[config.mk]
export PLATFORM = sky130hd
export DESIGN_NAME = irq_bitmap_bank
export DESIGN_NICKNAME = d
export VERILOG_FILES = /design/src/rtl/irqbank_pkg.sv /design/src/rtl/irqbank_ctrl.sv /design/src/rtl/irqbank_datapath.sv /design/src/rtl/irq_bitmap_bank.sv
export SDC_FILE = /design/constraint.sdc
export NUM_CORES = 2
export LEC_CHECK = 0
export BUFFER_PORTS_ARGS = -buffer_cell sky130_fd_sc_hd__buf_2
export CORE_MARGIN = 2
export CORE_UTILIZATION = 45
export DETAILED_ROUTE_END_ITERATION = 8
export GPL_TIMING_DRIVEN = 0
export PLACE_DENSITY_LB_ADDON = 0.12
export SYNTH_ARGS = -nofsm -noshare
export SYNTH_HDL_FRONTEND = slang
export SYNTH_SLANG_ARGS = --single-unit
[constraint.sdc]
create_clock -name clk -period 2.7 [get_ports clk]
set_input_delay 0.135 -clock clk [delete_from_list [all_inputs] [get_ports clk]]
set_output_delay 0.135 -clock clk [all_outputs]
set_load 0.03 [all_outputs]
[src/rtl/irqbank_pkg.sv]
package irqbank_pkg;

  typedef enum logic [3:0] {
    WIN_GROUP   = 4'd0,
    WIN_SETEN   = 4'd1,
    WIN_CLREN   = 4'd2,
    WIN_SETPEND = 4'd3,
    WIN_CLRPEND = 4'd4,
    WIN_SETACT  = 4'd5,
    WIN_CLRACT  = 4'd6,
    WIN_EDGE    = 4'd7,
    WIN_ACCESS  = 4'd8
  } win_e;

  // Per-bit permission applied to a non-secure access
  typedef enum logic [1:0] {
    MASK_ALL   = 2'd0,
    MASK_GROUP = 2'd1,
    MASK_GE1   = 2'd2,
    MASK_GE2   = 2'd3
  } mask_e;

  typedef struct packed {
    logic       wr;       // qualified write, already filtered for range/block
    logic       rd;       // read accepted, result captured next edge
    logic       zero;     // read returns zero, write ignored
    win_e       win;
    logic [5:0] wordIdx;
    mask_e      mask;
  } strobe_t;

endpackage

[src/rtl/irqbank_ctrl.sv]
module irqbank_ctrl
  import irqbank_pkg::*;
#(
  parameter int NUM_IRQ = 96
) (
  input  logic        secDisable,
  input  logic        busValid,
  input  logic        busWrite,
  input  logic        busSecure,
  input  logic [11:0] busAddr,
  output strobe_t     st
);
  localparam logic [6:0] BMP_WORDS = 7'(NUM_IRQ / 32);
  localparam logic [6:0] ACC_WORDS = 7'(NUM_IRQ / 16);

  logic [3:0] winCode;
  logic [5:0] idx;
  logic       nsView, known, inRange, blocked, zero;
  mask_e      maskSel;

  always_comb begin
    winCode = busAddr[11:8];
    idx     = busAddr[7:2];
    nsView  = !busSecure && !secDisable;
    known   = (winCode <= 4'd8);

    if (winCode == 4'd8) inRange = (idx >= 6'd2) && ({1'b0, idx} < ACC_WORDS);
    else                 inRange = (idx != 6'd0) && ({1'b0, idx} < BMP_WORDS);

    blocked = ((winCode == 4'd0) && nsView) ||
              ((winCode == 4'd8) && (nsView || secDisable));

    zero = !known || !inRange || blocked || (busAddr[1:0] != 2'b00);

    if (!nsView) maskSel = MASK_ALL;
    else begin
      case (winCode)
        4'd3:       maskSel = MASK_GE1;
        4'd4:       maskSel = MASK_GE2;
        4'd5, 4'd6: maskSel = busWrite ? MASK_GROUP : MASK_GE2;
        default:    maskSel = MASK_GROUP;
      endcase
    end

    st.wr      = busValid && busWrite && !zero;
    st.rd      = busValid && !busWrite;
    st.zero    = zero;
    st.win     = known ? win_e'(winCode) : WIN_GROUP;
    st.wordIdx = idx;
    st.mask    = maskSel;
  end

endmodule

[src/rtl/irqbank_datapath.sv]
module irqbank_datapath
  import irqbank_pkg::*;
#(
  parameter int NUM_IRQ = 96
) (
  input  logic               clk,
  input  logic               rstN,
  input  strobe_t            st,
  input  logic [31:0]        wdata,
  input  logic [NUM_IRQ-1:0] lineIn,
  output logic [31:0]        rdData,
  output logic [NUM_IRQ-1:0] pendView,
  output logic [NUM_IRQ-1:0] enVec
);
  localparam int NW = NUM_IRQ / 32;
  localparam int NA = NUM_IRQ / 16;
  localparam int AW = 2 * NUM_IRQ;

  logic [NUM_IRQ-1:0] grpQ, enQ, pendQ, actQ, edgeQ, lvlQ;
  logic [NUM_IRQ-1:0] grpD, enD, pendD, actD, edgeD, lvlD;
  logic [NUM_IRQ-1:0] ge1, ge2;
  logic [AW-1:0]      accQ, accD;
  logic [31:0]        rdBmp [NW];
  logic [31:0]        rdNext;

  genvar gi, gw, ga;

  for (gi = 0; gi < NUM_IRQ; gi++) begin : g_grade
    assign ge1[gi] = accQ[2*gi] | accQ[2*gi+1];
    assign ge2[gi] = accQ[2*gi+1];
  end

  for (gw = 0; gw < NW; gw++) begin : g_word
    localparam logic [5:0] WI = 6'(gw);
    logic        hit;
    logic [31:0] grp, en, pend, act, edg, lvl, line;
    logic [31:0] m, val, setEn, clrEn, setPd, clrPd, setAc, clrAc, rise, pv;

    assign grp  = grpQ[gw*32 +: 32];
    assign en   = enQ[gw*32 +: 32];
    assign pend = pendQ[gw*32 +: 32];
    assign act  = actQ[gw*32 +: 32];
    assign edg  = edgeQ[gw*32 +: 32];
    assign lvl  = lvlQ[gw*32 +: 32];
    assign line = lineIn[gw*32 +: 32];
    assign hit  = st.wr && (st.wordIdx == WI);

    always_comb begin
      case (st.mask)
        MASK_ALL:   m = 32'hFFFF_FFFF;
        MASK_GROUP: m = grp;
        MASK_GE1:   m = grp | ge1[gw*32 +: 32];
        default:    m = grp | ge2[gw*32 +: 32];
      endcase
    end

    assign val   = wdata & m;
    assign setEn = (hit && st.win == WIN_SETEN)   ? val : '0;
    assign clrEn = (hit && st.win == WIN_CLREN)   ? val : '0;
    assign setPd = (hit && st.win == WIN_SETPEND) ? val : '0;
    assign clrPd = (hit && st.win == WIN_CLRPEND) ? val : '0;
    assign setAc = (hit && st.win == WIN_SETACT)  ? val : '0;
    assign clrAc = (hit && st.win == WIN_CLRACT)  ? val : '0;
    assign rise  = line & ~lvl & edg;
    assign pv    = pend | (lvl & ~edg);

    if (gw == 0) begin : g_raz
      assign grpD[31:0]  = '0;
      assign enD[31:0]   = '0;
      assign pendD[31:0] = '0;
      assign actD[31:0]  = '0;
      assign edgeD[31:0] = '0;
      assign lvlD[31:0]  = '0;
    end else begin : g_live
      assign grpD[gw*32 +: 32]  = (hit && st.win == WIN_GROUP) ? wdata : grp;
      assign enD[gw*32 +: 32]   = (en | setEn) & ~clrEn;
      // a same-cycle rising edge overrides a clear-pending write
      assign pendD[gw*32 +: 32] = ((pend | setPd) & ~clrPd) | rise;
      assign actD[gw*32 +: 32]  = (act | setAc) & ~clrAc;
      assign edgeD[gw*32 +: 32] = (hit && st.win == WIN_EDGE) ? ((edg & ~m) | val) : edg;
      assign lvlD[gw*32 +: 32]  = line;
    end

    assign pendView[gw*32 +: 32] = pv;

    always_comb begin
      case (st.win)
        WIN_GROUP:               rdBmp[gw] = grp;
        WIN_SETEN, WIN_CLREN:     rdBmp[gw] = en & m;
        WIN_SETPEND, WIN_CLRPEND: rdBmp[gw] = pv & m;
        WIN_SETACT, WIN_CLRACT:   rdBmp[gw] = act & m;
        WIN_EDGE:                 rdBmp[gw] = edg & m;
        default:                  rdBmp[gw] = '0;
      endcase
    end
  end

  for (ga = 0; ga < NA; ga++) begin : g_acc
    localparam logic [5:0] AI = 6'(ga);
    if (ga < 2) begin : g_raz
      assign accD[ga*32 +: 32] = '0;
    end else begin : g_live
      assign accD[ga*32 +: 32] =
        (st.wr && st.win == WIN_ACCESS && st.wordIdx == AI) ? wdata : accQ[ga*32 +: 32];
    end
  end

  always_comb begin
    rdNext = '0;
    if (!st.zero) begin
      if (st.win == WIN_ACCESS) begin
        for (int a = 0; a < NA; a++)
          if (st.wordIdx == 6'(a)) rdNext = accQ[a*32 +: 32];
      end else begin
        for (int w = 0; w < NW; w++)
          if (st.wordIdx == 6'(w)) rdNext = rdBmp[w];
      end
    end
  end

  always_ff @(posedge clk) begin
    if (!rstN) begin
      grpQ   <= '0;
      enQ    <= '0;
      pendQ  <= '0;
      actQ   <= '0;
      edgeQ  <= '0;
      lvlQ   <= '0;
      accQ   <= '0;
      rdData <= '0;
    end else begin
      grpQ  <= grpD;
      enQ   <= enD;
      pendQ <= pendD;
      actQ  <= actD;
      edgeQ <= edgeD;
      lvlQ  <= lvlD;
      accQ  <= accD;
      if (st.rd) rdData <= rdNext;
    end
  end

  assign enVec = enQ;

endmodule

[src/rtl/irq_bitmap_bank.sv]
module irq_bitmap_bank
  import irqbank_pkg::*;
#(
  parameter int NUM_IRQ = 96
) (
  input  logic               clk,
  input  logic               rstN,
  input  logic               secDisable,
  input  logic               busValid,
  input  logic               busWrite,
  input  logic               busSecure,
  input  logic [11:0]        busAddr,
  input  logic [31:0]        busWdata,
  output logic [31:0]        busRdata,
  input  logic [NUM_IRQ-1:0] irqLine,
  output logic [NUM_IRQ-1:0] irqReady
);
  strobe_t            st;
  logic [NUM_IRQ-1:0] pendView, enVec;

  irqbank_ctrl #(.NUM_IRQ(NUM_IRQ)) u_ctrl (
    .secDisable(secDisable),
    .busValid  (busValid),
    .busWrite  (busWrite),
    .busSecure (busSecure),
    .busAddr   (busAddr),
    .st        (st)
  );

  irqbank_datapath #(.NUM_IRQ(NUM_IRQ)) u_dp (
    .clk     (clk),
    .rstN    (rstN),
    .st      (st),
    .wdata   (busWdata),
    .lineIn  (irqLine),
    .rdData  (busRdata),
    .pendView(pendView),
    .enVec   (enVec)
  );

  assign irqReady = pendView & enVec;

endmodule

==> metrics.md <==
| Metric | Value |
|---|---|
| Core area | `between 60000 and 70000 um2` |
| Yosys cell types | `54` |
| Startpoint Class | `input port` |
| Register area share after synthesis | `39.6%` |
| Leak Pwr | `12.5 nW` |
| PortBufs | `205` |
| Wire per inst | `27.5 um` |
| # DRC | `1` |
| Multi-input logic area | `15100 um2` |
| Largest family of logic cells by synthesized area | `compound AO/OA/AOI/OAI gates` |
| FMAX | `0.359 GHz` |
| Post-route minimum period | `2780 ps` |
| I/O pins | `~270` |
| Post-synth EDFFs | `0` |
| Yosys reg bits | `between 500 and 600` |
| Final total power | `~0.019 W` |
| Syn Inst Count | `~3.7k` |
| Worst-Skew Late Latency | `660 ps` |
| Synth Area in XOR/XNOR | `less than 1%` |
| Drt first pass iters | `9` |
| Final ANT Viol Nets | `0` |
| Status | `complete, but fails checks` |
| Die area | `63100 um2` |
| CTS tree | `done` |
| Clock transition at path regs | `60 ps` |
| CP Capture Type | `flip-flop` |
| Placed Cells | `4670` |
| Die height | `251 um` |
| Gr usage total | `40.9%` |
| Post-Syn Area | `27500 um2` |
| Num CTS Buffers | `between 60 and 70` |
| RD Place Congestion | `1.06` |
| R2r worst-path depth | `4` |
| Req. time, crit path | `about 3200 ps` |
| Worst-path maximum fanout | `10` |
| Total Wirelength | `about 130000 um` |
| Max-slew violations | `0` |
| Synth Area in Adders | `0%` |
| Post-Layout Inst Area | `32900 um2` |
| Critical setup path kind | `in -> reg` |
| Leading post-synthesis cells by cell area | `dfxtp_1 40%, nand2_1 7.5%, a21oi_1 6.1%` |
| Power Density | `572 nW/um2` |
| Post-route insts no fill | `4887` |
| Skew final | `18.6 ps` |
| WP data arrival | `roughly 3300 ps` |
| Starting Density | `45.6%` |
| Register area | `10900 um2` |
| Post-synthesis compound-gate area fraction | `27.2%` |
| Worst slew pin tran | `1370 ps` |
| Worst hold path type | `in -> reg` |
| DR iter-0 viols | `between 4k and 5k` |
| Multiplexer share of the synthesized area | `1.24%` |
| Sum of negative setup slack | `-510 ps` |
| VDD IR max | `0.000449 V` |
| Endpoints failing setup | `13` |
| Yosys top cell by area | `dfxtp_1` |
| Post-synth top flop | `dfxtp_1` |
| First-pass GRT wire length | `189000 um` |
| Layout cell share with drive strength beyond 1 | `10.8%` |
| Synth Warn # | `0` |
| Asr flop ratio synth | `0%` |
| Synth-to-Final Area Change | `19.5%` |
| Area after DPL | `29600 um2` |
| H-tree levels | `2` |
| Hold Vio Cnt, Final | `0` |
| Fillers | `between 5k and 6k` |
| Synth Area in Simple Gates | `25.4%` |
| Via density | `between 6 and 7` |
| PnR worst setup slack | `-84.3 ps` |
| Number of global-route vias before repair | `27.2k` |
| Violated checks | `DRC, setup timing` |
| Via count | `30.4k` |
| Yosys top cell area share | `between 30% and 40%` |
| Die W | `around 250 um` |
| Post-synthesis area per instance | `7.53 um2` |
| # rows | `90` |
| Net count, final | `4197` |
| Initial antenna violation count | `12` |
| Slew HR | `8.58%` |
| RSZ-0062 raised after global routing | `no` |
| Max cap viols | `0` |
| R2R setup slack | `510 ps` |
| Post-DP HPWL | `103000 um` |
| Period utilisation layout | `103%` |
| Root Buffer | `clkbuf_16` |
| Grt ovf | `0` |
| Max Root-Sink Buffers | `3` |
| Clk sinks | `544` |
| Largest net degree at the start of global routing | `15` |
| WHS Path Cells | `6` |
cell usage in the layout, fill, tap and decap left out, types with 34 or more instances in the layout:
cell type      instances
a21boi_0             150
a21oi_1              332
a221oi_1              95
a22oi_1               34
a31oi_1               65
and2_1               112
and3_1               102
buf_2                242
buf_4                 36
clkbuf_1             250
clkbuf_16             61
dfxtp_1              544
dlygate4sd3_1         96
inv_1                 99
nand2_1              553
nand3_1               72
nand3b_1              49
nor2_1               344
nor2b_1              114
nor3_1                35
o21ai_0              259
o22ai_1               34
per-layer routing:
metal	part of all wire (%)	global-route usage, %	vias up
li1	-	-	13579
met1	39	53.6	14358
met2	40	58.2	2080
met3	15	15.7	385
met4	6.1	21.3	12
met5	0.064	0	-
area by class of cell:
cell class / count / area share (%)
Antenna cell: 5 / 0.0381
Buffer: 326 / 4.29
Clock buffer: 87 / 5.49
Clock inverter: 25 / 0.777
Inverter: 100 / 1.14
Multi-Input combinational cell: 2713 / 46.0
Sequential cell: 544 / 33.1
Tap cell: 782 / 2.98
Timing Repair Buffer: 305 / 6.14
power by group:
| group | total [W] | switching, W | internal, W |
|---|---|---|---|
| Combinational | 0.00190 | 0.00137 | 0.000529 |
| Sequential | 0.00810 | 0.0000253 | 0.00808 |
| Clock | 0.00880 | 0.00372 | 0.00508 |
| Total | 0.0188 | 0.00511 | 0.0137 |
stage by stage:
| step | hold slack [ps] | setup slack, ps | utilization (%) |
|---|---|---|---|
| 2_1_floorplan | 257 | 526 | - |
| 3_3_place_gp | 350 | -1100 | 49.1 |
| 3_5_place_dp | 354 | -1090 | 49.1 |
| 4_1_cts | 133 | 1.36 | 54.1 |
| 5_1_grt | 199 | 0.458 | 54.4 |
| 6_report | 191 | -84.3 | 54.5 |
logic make-up after synthesis:
group,after synthesis
AND/OR/NAND/NOR,1464
multiplexers,34
AO/OA/AOI/OAI,1179
flip-flops,544
other,1
buffers and inverters,426
XOR/XNOR,4
cell usage after synthesis, types with 32 or more instances:
library cell and instances:
o211ai_1 33, a22oi_1 34, a221oi_1 95, o21ai_0 278, inv_1 99, dfxtp_1 544
nand2_1 553, nor2_1 345, and3_1 102, nor2b_1 114, buf_4 32, clkbuf_1 248
a21oi_1 335, and2_1 112, nand3_1 72, nor3_1 36, o22ai_1 34, nand3b_1 49
mux2i_1 33, o21a_1 32, buf_2 34, a21boi_0 150, a31oi_1 66
critical path, stage by stage:
cell and delay [ps]:
buf_2 120, buf_2 270, and4bb_2 310, buf_2 240
a31oi_2 510, clkbuf_2 470, nor2_1 80, o31ai_1 700
a21oi_1 200, o2111a_1 270
what timing repair did:
item,CTS,global route
hold buffers,96,0
pin swaps,0,2
buffers inserted,0,4
gates resized for setup,21,44
hold endpoints to repair,228,0
cloned,0,0
setup endpoints to repair,100,142
path summary, 6_finish.rpt:
kind,start,to
max,busAddr[11],u_dp.rdData[21]$_SDFFE_PN0P_
min,busAddr[6],u_dp.accQ[95]$_SDFFE_PN0P_
max reg2reg,u_dp.accQ[97]$_SDFFE_PN0P_,u_dp.rdData[16]$_SDFFE_PN0P_
min reg2reg,u_dp.accQ[147]$_SDFFE_PN0P_,u_dp.accQ[147]$_SDFFE_PN0P_
Note: power is estimated with default switching activity, not from simulation.
